<file path="src/rtl/sema_pkg.sv">
package sema_pkg;

  // Alias selected by byte offset bits [3:2]
  typedef enum logic [1:0] {
    ALIAS_BASE = 2'd0,
    ALIAS_SET  = 2'd1,
    ALIAS_CLR  = 2'd2,
    ALIAS_TOG  = 2'd3
  } aliasSel_e;

  // Strobes from control to datapath for one cycle
  typedef struct packed {
    logic addEn;   // add operand to count
    logic clrEn;   // clear count bits under operand mask
    logic decEn;   // granted hardware decrement
    logic rdEn;    // drive count onto read data
  } semStrobe_t;

endpackage

</file>
<file path="src/rtl/sema_ctrl.sv">
module sema_ctrl
  import sema_pkg::*;
#(
  parameter int CNT_W     = 8,
  parameter int ADDR_W    = 4,
  parameter int DATA_W    = 32,
  parameter int INC_LSB   = 0,
  parameter int ALIAS_LSB = 2
) (
  input  logic              regSel,
  input  logic              regWrite,
  input  logic [ADDR_W-1:0] regAddr,
  input  logic [DATA_W-1:0] regWdata,
  input  logic              decReq,
  input  logic              cntZero,
  output semStrobe_t        strobe,
  output logic [CNT_W-1:0]  opVal,
  output logic              decGrant,
  output logic              decStall
);

  aliasSel_e        aliasSel;
  logic             wrHit;
  logic             fieldNonZero;
  logic             addAlias;
  logic             clrHit;

  assign aliasSel     = aliasSel_e'(regAddr[ALIAS_LSB +: 2]);
  assign wrHit        = regSel && regWrite;
  assign opVal        = regWdata[INC_LSB +: CNT_W];
  assign fieldNonZero = |opVal;

  // Base and set aliases both add; toggle alias is decoded and dropped
  always_comb begin
    addAlias = 1'b0;
    unique case (aliasSel)
      ALIAS_BASE: addAlias = 1'b1;
      ALIAS_SET:  addAlias = 1'b1;
      ALIAS_CLR:  addAlias = 1'b0;
      ALIAS_TOG:  addAlias = 1'b0;
      default:    addAlias = 1'b0;
    endcase
  end

  assign clrHit = wrHit && (aliasSel == ALIAS_CLR) && fieldNonZero;

  // Grant depends on the count held now; a clear in the same cycle wins
  assign decGrant = decReq && !cntZero && !clrHit;
  assign decStall = decReq && cntZero;

  always_comb begin
    strobe       = '0;
    strobe.addEn = wrHit && addAlias && fieldNonZero;
    strobe.clrEn = clrHit;
    strobe.decEn = decGrant;
    strobe.rdEn  = regSel && !regWrite;
  end

endmodule

</file>
<file path="src/rtl/sema_dp.sv">
module sema_dp
  import sema_pkg::*;
#(
  parameter int CNT_W   = 8,
  parameter int DATA_W  = 32,
  parameter int VAL_LSB = 16
) (
  input  logic              clk,
  input  logic              rstN,
  input  semStrobe_t        strobe,
  input  logic [CNT_W-1:0]  opVal,
  output logic [CNT_W-1:0]  count,
  output logic              cntZero,
  output logic [DATA_W-1:0] rdData
);

  localparam int SUM_W = CNT_W + 1;
  localparam logic [SUM_W-1:0] CNT_MAX = SUM_W'((1 << CNT_W) - 1);

  logic [SUM_W-1:0] sumWide;
  logic [SUM_W-1:0] afterDec;
  logic [CNT_W-1:0] mergedVal;
  logic [CNT_W-1:0] nextCount;

  // Merge add and decrement in one step, then saturate
  always_comb begin
    sumWide  = {1'b0, count} + (strobe.addEn ? {1'b0, opVal} : '0);
    afterDec = sumWide - (strobe.decEn ? SUM_W'(1) : '0);
    if (afterDec > CNT_MAX) begin
      mergedVal = CNT_MAX[CNT_W-1:0];
    end else begin
      mergedVal = afterDec[CNT_W-1:0];
    end
  end

  always_comb begin
    if (strobe.clrEn) begin
      nextCount = count & ~opVal;
    end else begin
      nextCount = mergedVal;
    end
  end

  always_ff @(posedge clk or negedge rstN) begin
    if (!rstN) begin
      count <= '0;
    end else begin
      count <= nextCount;
    end
  end

  assign cntZero = (count == '0);

  always_comb begin
    rdData = '0;
    if (strobe.rdEn) begin
      rdData[VAL_LSB +: CNT_W] = count;
    end
  end

endmodule

</file>
<file path="src/rtl/sema_reg.sv">
module sema_reg
  import sema_pkg::*;
#(
  parameter int CNT_W     = 8,
  parameter int ADDR_W    = 4,
  parameter int DATA_W    = 32,
  parameter int INC_LSB   = 0,
  parameter int VAL_LSB   = 16,
  parameter int ALIAS_LSB = 2
) (
  input  logic              clk,
  input  logic              rstN,
  input  logic              regSel,
  input  logic              regWrite,
  input  logic [ADDR_W-1:0] regAddr,
  input  logic [DATA_W-1:0] regWdata,
  output logic [DATA_W-1:0] regRdata,
  input  logic              decReq,
  output logic              decGrant,
  output logic              decStall
);

  semStrobe_t       strobe;
  logic [CNT_W-1:0] opVal;
  logic [CNT_W-1:0] semCount;
  logic             cntZero;

  sema_ctrl #(
    .CNT_W(CNT_W), .ADDR_W(ADDR_W), .DATA_W(DATA_W),
    .INC_LSB(INC_LSB), .ALIAS_LSB(ALIAS_LSB)
  ) u_ctrl (
    .regSel   (regSel),
    .regWrite (regWrite),
    .regAddr  (regAddr),
    .regWdata (regWdata),
    .decReq   (decReq),
    .cntZero  (cntZero),
    .strobe   (strobe),
    .opVal    (opVal),
    .decGrant (decGrant),
    .decStall (decStall)
  );

  sema_dp #(
    .CNT_W(CNT_W), .DATA_W(DATA_W), .VAL_LSB(VAL_LSB)
  ) u_dp (
    .clk     (clk),
    .rstN    (rstN),
    .strobe  (strobe),
    .opVal   (opVal),
    .count   (semCount),
    .cntZero (cntZero),
    .rdData  (regRdata)
  );

endmodule

</file>
<file path="config.mk">
export PLATFORM = sky130hd
export DESIGN_NAME = sema_reg
export DESIGN_NICKNAME = d
export VERILOG_FILES = /design/src/rtl/sema_pkg.sv /design/src/rtl/sema_ctrl.sv /design/src/rtl/sema_dp.sv /design/src/rtl/sema_reg.sv
export SDC_FILE = /design/constraint.sdc
export NUM_CORES = 1
export LEC_CHECK = 0
export ABC_AREA = 1
export BUFFER_PORTS_ARGS = -buffer_cell sky130_fd_sc_hd__buf_2
export CORE_UTILIZATION = 41
export CTS_BUF_LIST = sky130_fd_sc_hd__clkbuf_8
export DETAILED_ROUTE_END_ITERATION = 10
export PLACE_DENSITY = 0.86
export SYNTH_ARGS = -nofsm -noshare
export SYNTH_HDL_FRONTEND = slang
export SYNTH_SLANG_ARGS = --single-unit
</file>
<file path="constraint.sdc">
create_clock -name clk -period 7.2 [get_ports clk]
set_input_delay 0.72 -clock clk [delete_from_list [all_inputs] [get_ports clk]]
set_output_delay 0.72 -clock clk [all_outputs]
set_load 0.02 [all_outputs]
</file>
== Word level (Yosys, flattened, before mapping) ==
Index checks and enable logic that the tools add are counted.

* Register bits after elaboration: 8
* Input bits: 41
* Output and inout bits: 34
* Word-level logic and storage cells: 32

* Add/sub/neg operators: 2
* $lt $le $gt $ge: 1
* Equal/unequal tests: 3
* Mux-type cells: 6
* Bitwise operators: 2
* Reduce and logical (&&, ||, !) cells: 17

{| class="wikitable"
|+ Operators by type and width
! operator !! number
|-
| $mux 8 || 4
|-
| $add 8x9->9 || 1
|-
| $gt 9x8->1 const B || 1
|-
| $logic_and 1x1->1 || 9
|-
| $sub 9x9->9 || 1
|-
| $and 8x8->8 || 1
|-
| $logic_not 8->1 || 1
|-
| $not 8->8 || 1
|-
| $reduce_or 8->1 || 1
|-
| $eq 2x2->1 const B || 2
|-
| $reduce_or 2->1 || 2
|-
| $logic_not 1->1 || 3
|-
| $eq 2x1->1 const B || 1
|-
| $logic_not 2->1 || 1
|-
| $pmux 1 s2 || 1
|-
| $mux 1 || 1
|}

== Depth between registers and ports, before layout ==
Gate-level depths: netlist of the first run.

* Word-level depth: 11
* Depth in mapped cells: 19
* Mapped depth without buffers: 19

== Hierarchy ==
A second synthesis of the first run with hierarchy kept.

* Cells, all modules: 240
* Area, all modules: 1447.6 µm²

{| class="wikitable"
|+ Modules (own cells, without submodules)
! module !! times used !! cells each !! area each (µm²) !! seq. area each (µm²)
|-
| sema_dp || 1 || 211 || 1290.0 || 200.2
|-
| sema_ctrl || 1 || 29 || 157.7 || 0.0
|}

== Least setup slack after synthesis of the first run ==
Ideal clock, no wire load.

* Kind: input to register
* Start point: input regWdata[4]
* End point: register u_dp.count[7]
* Library setup time: 0.116 ns
* Arrival: 2.943 ns
* Data required time: 7.084 ns
* Setup slack: 4.141 ns
* Stages on the path: 17
* Path buffers: 0
* Path through: nor2_1 -> nand3_1 -> o21bai_2 -> inv_1 -> nor2_1 -> ha_1 -> inv_1 -> ha_1 -> fa_1 -> nand2_1 -> nand2_2 -> nand3_2 -> nand3_1 -> nand2_4 -> nand2_1 -> nand2_1 -> nand2_1

* Longest elaborated chain between the ends: 9
* Elaborated cells on any way between the ends: 12
* Those cells by class: add/sub (2); order compare (1); mux (4); reduce/logical (5)

{| class="wikitable"
|+ RTL lines
! element !! RTL line !! source
|-
| start: declaration || sema_reg.sv:16 || <nowiki>input logic [DATA_W-1:0] regWdata,</nowiki>
|-
| $reduce_or 8->1 * || sema_ctrl.sv:31 || <nowiki>assign fieldNonZero = |opVal;</nowiki>
|-
| $logic_and 1x1->1 * || sema_ctrl.sv:45 || <nowiki>assign clrHit = wrHit && (aliasSel == ALIAS_CLR) && fieldNonZero;</nowiki>
|-
| $logic_not 1->1 * || sema_ctrl.sv:48 || <nowiki>assign decGrant = decReq && !cntZero && !clrHit;</nowiki>
|-
| $logic_and 1x1->1 * || sema_ctrl.sv:48 ||
|-
| named net decGrant || sema_reg.sv:19 || <nowiki>output logic decGrant,</nowiki>
|-
| $mux 1 * || sema_dp.sv:28 || <nowiki>afterDec = sumWide - (strobe.decEn ? SUM_W'(1) : '0);</nowiki>
|-
| $sub 9x9->9 * || sema_dp.sv:28 ||
|-
| $gt 9x8->1 || sema_dp.sv:29 || <nowiki>if (afterDec > CNT_MAX) begin</nowiki>
|-
| $mux 8 * || sema_dp.sv:29 ||
|-
| $mux 8 * || sema_dp.sv:37 || <nowiki>if (strobe.clrEn) begin</nowiki>
|-
| named net u_dp.nextCount[7] || sema_dp.sv:23 || <nowiki>logic [CNT_W-1:0] nextCount;</nowiki>
|-
| end signal: assignment || sema_dp.sv:48 || <nowiki>count <= nextCount;</nowiki>
|-
| end: declaration || sema_dp.sv:12 || <nowiki>output logic [CNT_W-1:0] count,</nowiki>
|}

The timed path passes the listed nets; every way through them passes the cells marked *.

== Final worst setup path of the first run ==
* Start point: input regWdata[4]
* End point: register u_dp.count[1]

* Longest elaborated chain between the ends: 9
* Elaborated cells on any way between the ends: 12
* Those cells by class: add/sub (2); order compare (1); mux (4); reduce/logical (5)

{| class="wikitable"
|+ RTL lines
! element !! RTL line
|-
| branches (longest 8 deep; another with $add 8x9->9) || -
|-
| $mux 8 * || sema_dp.sv:37
|-
| named net u_dp.nextCount[1] || sema_dp.sv:23
|}

Mark *: on every way through the listed nets, which the timed path passes.

==> results.yml, run 1 <==
setup_path:
  arrival_ps: 3500
  required_ps: 7310
  cp_slowest_cell: "o21bai_2"
  path_delay_family: "simple AND/OR/NAND/NOR gates"
  path_cells: "buf_2 -> nor2_1 -> nand3_1 -> o21bai_2 -> inv_1 -> nor2_1 -> ha_1 -> inv_1 -> ha_1 -> fa_1 -> nand2_1 -> nand2_2 -> nand3_2 -> nand3_1 -> nand2_4 -> nand2_1 -> nand2_1 -> nand2_1"
  reg2reg_from: "u_dp.count[7]"
  cp_common_cell: "nand2_1"
  r2r_cells: 16
  startpoint_type: "input port"
  max_stage_delay_ps: 440
  cp_max_fo: 11
  r2r-end: "u_dp.count[1]"
  rrSetupSlack_ps: 4480
  path_buf_inv: 3
  crit_path_end_kind: "flop"
  path_class: "in -> reg"
floorplan:
  die_w_um: 59.4
  initial_core_util_pct: 43.8
  dieArea_um2: 3520
  row_count: 20
  ios: 75
  die_y_um: 59.4
  core_area_um2: 3080
drt:
  final_antenna_net_count: 0
  drt-initial-drc-count: 44
  vias: 1263
  drcViolationCount: 0
  drt-vias-per-instance: 4.36
  routed_wl_mm: 2.65
  wl_per_cell_um: 9.12
  dr.pass1.iters: 4
cts:
  cts_tree: "done"
  clk_pin_slew_ps: 40
  cts.sinks: 8
  cts_resized: 0
  cts_max_level: 1
  clockRootBuffer: "clkbuf_8"
  post_cts_buffers: 0
  hold_buffers: 0
  clk_path_buf_depth: 2
  cts_buffers: 3
  clk_latency_ps: 220
sta:
  period_needed_ps: 3390
  fin_crit_sh_pct: 47.1
  setup_viol: 0
  finalMaxSlewViolations: 0
  final.setup_skew_ps: 0.389
  setup_tns_ps: 0
  fmax_ghz: 0.295
  rsz0062_at_grt: "no"
  finalHoldViolCount: 0
global_route:
  antenna_found_initial: 0
  grt_max_degree: 12
  grt_usage_pct: 16.3
  grt_pass1_wl_mm: 4.31
  grt_pass1_vias: 1065
  grt_overflow: 0
synth:
  synth.distinct_cells: 22
  synth_seq_cells: 8
  ys_warn_count: 0
  synth_area_um2: 1350
  avgSynthCellArea_um2: 6.10
  ys_seq_area_share_pct: 14.8
  syn_inst: 221
cells_and_area:
  fillers: 334
  fin_nets: 306
  synthToLayoutAreaGrowth_pct: 8.53
  final_common_cell: "inv_1"
  largest_reg_flops: 8
  top_regs: "u_dp.count (8)"
  layout-drive-gt1-share_pct: 15.4
  layout_common_cells: "inv_1 (52), nand2_1 (48), nor2_1 (29)"
  top_register: "u_dp.count"
  antenna_cells: 0
hold_path:
  hp-class: "in -> async"
power:
  power.density_nw_per_um2: 404
  vdd_ir_drop_max_mv: 0.145
  p_leak_nw: 0.969
  p_total_uw: 591
run:
  maxCapViolCount: 0
placement:
  dp_hpwl_mm: 2.28
  place.gp.congestion: 0.837
  port_buffers: 24
outcome:
  status: "finished, final reports clean"
worst register-to-register path: stages, from the launching register on:
cell	delay, ps
dfrtp_1	380
inv_1	100
nand4_1	190
o21ai_0	200
nor2_1	80
ha_1	280
inv_1	40
ha_1	230
fa_1	420
nand2_1	100
nand2_2	70
nand3_2	100
nand3_1	120
nand2_4	120
nand2_1	60
nand2_1	60
nand2_1	50
final cells by class:
cell class                      instances  area, um^2  area share, %
Multi-Input combinational cell        159         852           58.2
Sequential cell                         8         200           13.7
Tap cell                               44        55.1           3.76
Clock buffer                            3        41.3           2.82
Inverter                               52         195           13.3
Timing Repair Buffer                   24         120           8.21
through the flow:
step	std cells	util, %	setup slack, ps	hold WS, ps	area (um^2)
finish	290	47.6	3810	331	1460
global route	290	47.6	3530	337	1460
CTS	290	47.6	3780	333	1460
detailed placement	287	46.2	3570	502	1420
global placement	287	46.2	3580	494	1420
floorplan	244	-	4140	424	1440
cell usage after synthesis:
library cell / n / share of area [%]
a21oi_1: 7 / 2.6
a21oi_2: 1 / 0.65
buf_4: 25 / 14
conb_1: 1 / 0.28
dfrtp_1: 8 / 15
fa_1: 1 / 1.5
ha_1: 16 / 15
inv_1: 52 / 14
nand2_1: 48 / 13
nand2_2: 5 / 2.3
nand2_4: 1 / 0.83
nand3_1: 15 / 5.6
nand3_2: 1 / 0.74
nand4_1: 4 / 1.9
nor2_1: 29 / 8.1
nor2_2: 1 / 0.46
nor3b_1: 1 / 0.56
o21ai_0: 1 / 0.37
o21bai_2: 1 / 0.83
or2_4: 1 / 0.65
xnor2_1: 1 / 0.65
xor2_1: 1 / 0.65
where the power goes:
group          internal [mW]  switching, mW
clock                 0.0361         0.0162
sequential            0.0670        0.00764
combinational          0.172          0.292
total                  0.275          0.315
per-layer routing:
layer	wire length, um	up-vias	share of wire [%]	track usage (%)
met3	169	4	6.4	5.68
met5	0	-	0	0
met1	1270	550	48	20.7
li1	-	666	-	-
met4	31	0	1.2	2.72
met2	1170	43	44	27.0
logic make-up after synthesis:
kind of cell,count (synthesis),share of synthesized area [%]
buf+inv,77,28.4
flops,8,14.8
xor+xnor,2,1.30
compound gates,10,4.45
other cells,1,0.278
fa+ha+maj,17,16.3
simple gates,106,34.4
worst max-delay path by stage:
stage               cells after the start       endpoint  slack (ps)        start
floorplan                              17  u_dp.count[7]        4140  regWdata[4]
global placement                       18  u_dp.count[1]        3580  regWdata[4]
detailed placement                     18  u_dp.count[1]        3570  regWdata[4]
CTS                                    18  u_dp.count[1]        3780  regWdata[4]
global route                           18  u_dp.count[1]        3530  regWdata[4]
finish                                 18  u_dp.count[1]        3810  regWdata[4]
(Power assumes the default switching activity.)
==> inputs of run 2 (changes only) <==
--- a/config.mk
+++ b/config.mk
@@ -10,7 +10,7 @@
 export CORE_UTILIZATION = 41
 export CTS_BUF_LIST = sky130_fd_sc_hd__clkbuf_8
 export DETAILED_ROUTE_END_ITERATION = 10
-export PLACE_DENSITY = 0.86
+export PLACE_DENSITY = 0.89
 export SYNTH_ARGS = -nofsm -noshare
 export SYNTH_HDL_FRONTEND = slang
 export SYNTH_SLANG_ARGS = --single-unit
==> constraint.sdc (replaced) <==
create_clock -name clk -period 2.9 [get_ports clk]
set_input_delay 0.29 -clock clk [delete_from_list [all_inputs] [get_ports clk]]
set_output_delay 0.29 -clock clk [all_outputs]
set_load 0.02 [all_outputs]
==> results.yml, run 2 (synthesis results as in run 1) <==
outcome:
  status: "finished, final reports clean"
cts:
  cts_tree: "done"
  clk_pin_slew_ps: 40
  clk_path_buf_depth: 2
  clk_latency_ps: 230
  post_cts_buffers: 0
  clockRootBuffer: "clkbuf_8"
  cts.sinks: 8
  cts_max_level: 1
  cts_buffers: 3
sta:
  setup_tns_ps: 0
  setup_viol: 0
  final.setup_skew_ps: 4.66
  rsz0062_at_grt: "no"
  finalMaxSlewViolations: 0
  fin_crit_sh_pct: 93.3
  finalHoldViolCount: 0
  period_needed_ps: 2700
  fmax_ghz: 0.370
global_route:
  grt_pass1_vias: 1049
  antenna_found_initial: 0
  grt_overflow: 0
  grt_pass1_wl_mm: 4.26
  grt_usage_pct: 16.1
  grt_max_degree: 11
cells_and_area:
  layout_common_cells: "inv_1 (52), nand2_1 (48), nor2_1 (29)"
  largest_reg_flops: 8
  final_common_cell: "inv_1"
  layout-drive-gt1-share_pct: 16.1
  antenna_cells: 0
  fin_nets: 309
  synthToLayoutAreaGrowth_pct: 10.4
  instances_no_fill: 293
  top_register: "u_dp.count"
  top_regs: "u_dp.count (8)"
drt:
  final_antenna_net_count: 0
  wl_per_cell_um: 9.25
  routed_wl_mm: 2.71
  vias: 1287
  drt-initial-drc-count: 37
  drcViolationCount: 0
  drt-vias-per-instance: 4.39
  dr.pass1.iters: 5
floorplan:
  die_w_um: 59.4
  ios: 75
  core_area_um2: 3080
  dieArea_um2: 3520
  die_y_um: 59.4
  row_count: 20
  initial_core_util_pct: 43.8
setup_path:
  startpoint_type: "flop"
  r2r-end: "u_dp.count[1]"
  reg2reg_from: "u_dp.count[7]"
  crit_path_end_kind: "flop"
  r2r_cells: 16
  cp_max_fo: 6
  required_ps: 3010
  arrival_ps: 2820
  crit_path_end: "u_dp.count[1]"
  path_class: "reg -> reg"
  rrSetupSlack_ps: 200
  timing.critical_path.from: "u_dp.count[7]"
placement:
  port_buffers: 24
  place.gp.congestion: 0.853
  dp_hpwl_mm: 2.34
  place.detailed.instances: 289
power:
  power.share.clock_pct: 8.9
  p_int_uw: 686
  combPwrFrac_pct: 78.5
  power.density_nw_per_um2: 992
  vdd_ir_drop_max_mv: 0.452
  sw_frac_of_total_pct: 53.5
  sequentialPowerShare_pct: 12.5
  p_leak_nw: 0.983
  p_switching_uw: 790
hold_path:
  hp-class: "in -> reg"
  whs_path_depth: 4
run:
  maxCapViolCount: 0
run 2: cell types whose count changed in the layout (fill, tap and decap cells not counted):
cell	previous run	this run
buf_4	0	2
dlygate4sd3_1	0	1
o21ai_0	1	0
o21ai_1	0	1
run 2: what timing repair did:
item	CTS	global route
endpoints found under the setup margin	0	4
resized for setup	0	1
endpoints found under the hold margin	8	0
hold buffers	1	0
run 2: power by group through the flow:
stage | Combinational [mW] | Sequential, mW | Clock (mW)
2_1_floorplan | 0.973 | 0.181 | 0
3_3_place_gp | 1.12 | 0.185 | 0
3_5_place_dp | 1.16 | 0.187 | 0
4_1_cts | 1.16 | 0.186 | 0.137
5_1_grt | 1.32 | 0.190 | 0.144
6_report | 1.16 | 0.185 | 0.132
run 2: worst min-delay path by stage:
stage	startpoint	endpoint	slack, ps
6_report	regWdata[1]	u_dp.count[1]	360
5_1_grt	regWdata[1]	u_dp.count[1]	380
4_1_cts	regWdata[1]	u_dp.count[1]	350
3_5_place_dp	rstN	u_dp.count[0]	150
3_3_place_gp	rstN	u_dp.count[1]	140
2_1_floorplan	rstN	u_dp.count[0]	-6
run 2: layout make-up:
type	count	area, um^2
Fill cell	322	1590
Multi-Input combinational cell	159	852
Sequential cell	8	200
Inverter	52	195
Timing Repair Buffer	27	145
Tap cell	44	55.1
Clock buffer	3	41.3
run 2: metal layers:
| metal | global-route usage [%] | wire [um] | vias up |
|---|---|---|---|
| met2 | 27.8 | 1270 | 53 |
| li1 | - | - | 672 |
| met3 | 4.59 | 222 | 0 |
| met4 | 1.36 | 0 | 0 |
| met1 | 20.6 | 1220 | 562 |
| met5 | 0 | 0 | - |
run 2: metrics by stage:
stage	cell area, um^2	util [%]	hold WS (ps)	total power [mW]	setup slack, ps
finish	1490	48.4	358	1.48	196
global route	1490	48.4	384	1.66	3.81
CTS	1490	48.4	347	1.48	176
detailed placement	1440	46.7	147	1.34	189
global placement	1440	46.7	139	1.30	236
floorplan	1440	-	-5.59	1.15	271
run 2: critical path, cell delays in order (launching register included):
cell	delay, ps
dfrtp_1	380
inv_1	110
nand4_1	190
o21ai_1	190
nor2_1	70
ha_1	280
inv_1	40
ha_1	240
fa_1	430
nand2_1	90
nand2_2	80
nand3_2	100
nand3_1	120
nand2_4	120
nand2_1	50
nand2_1	50
nand2_1	50
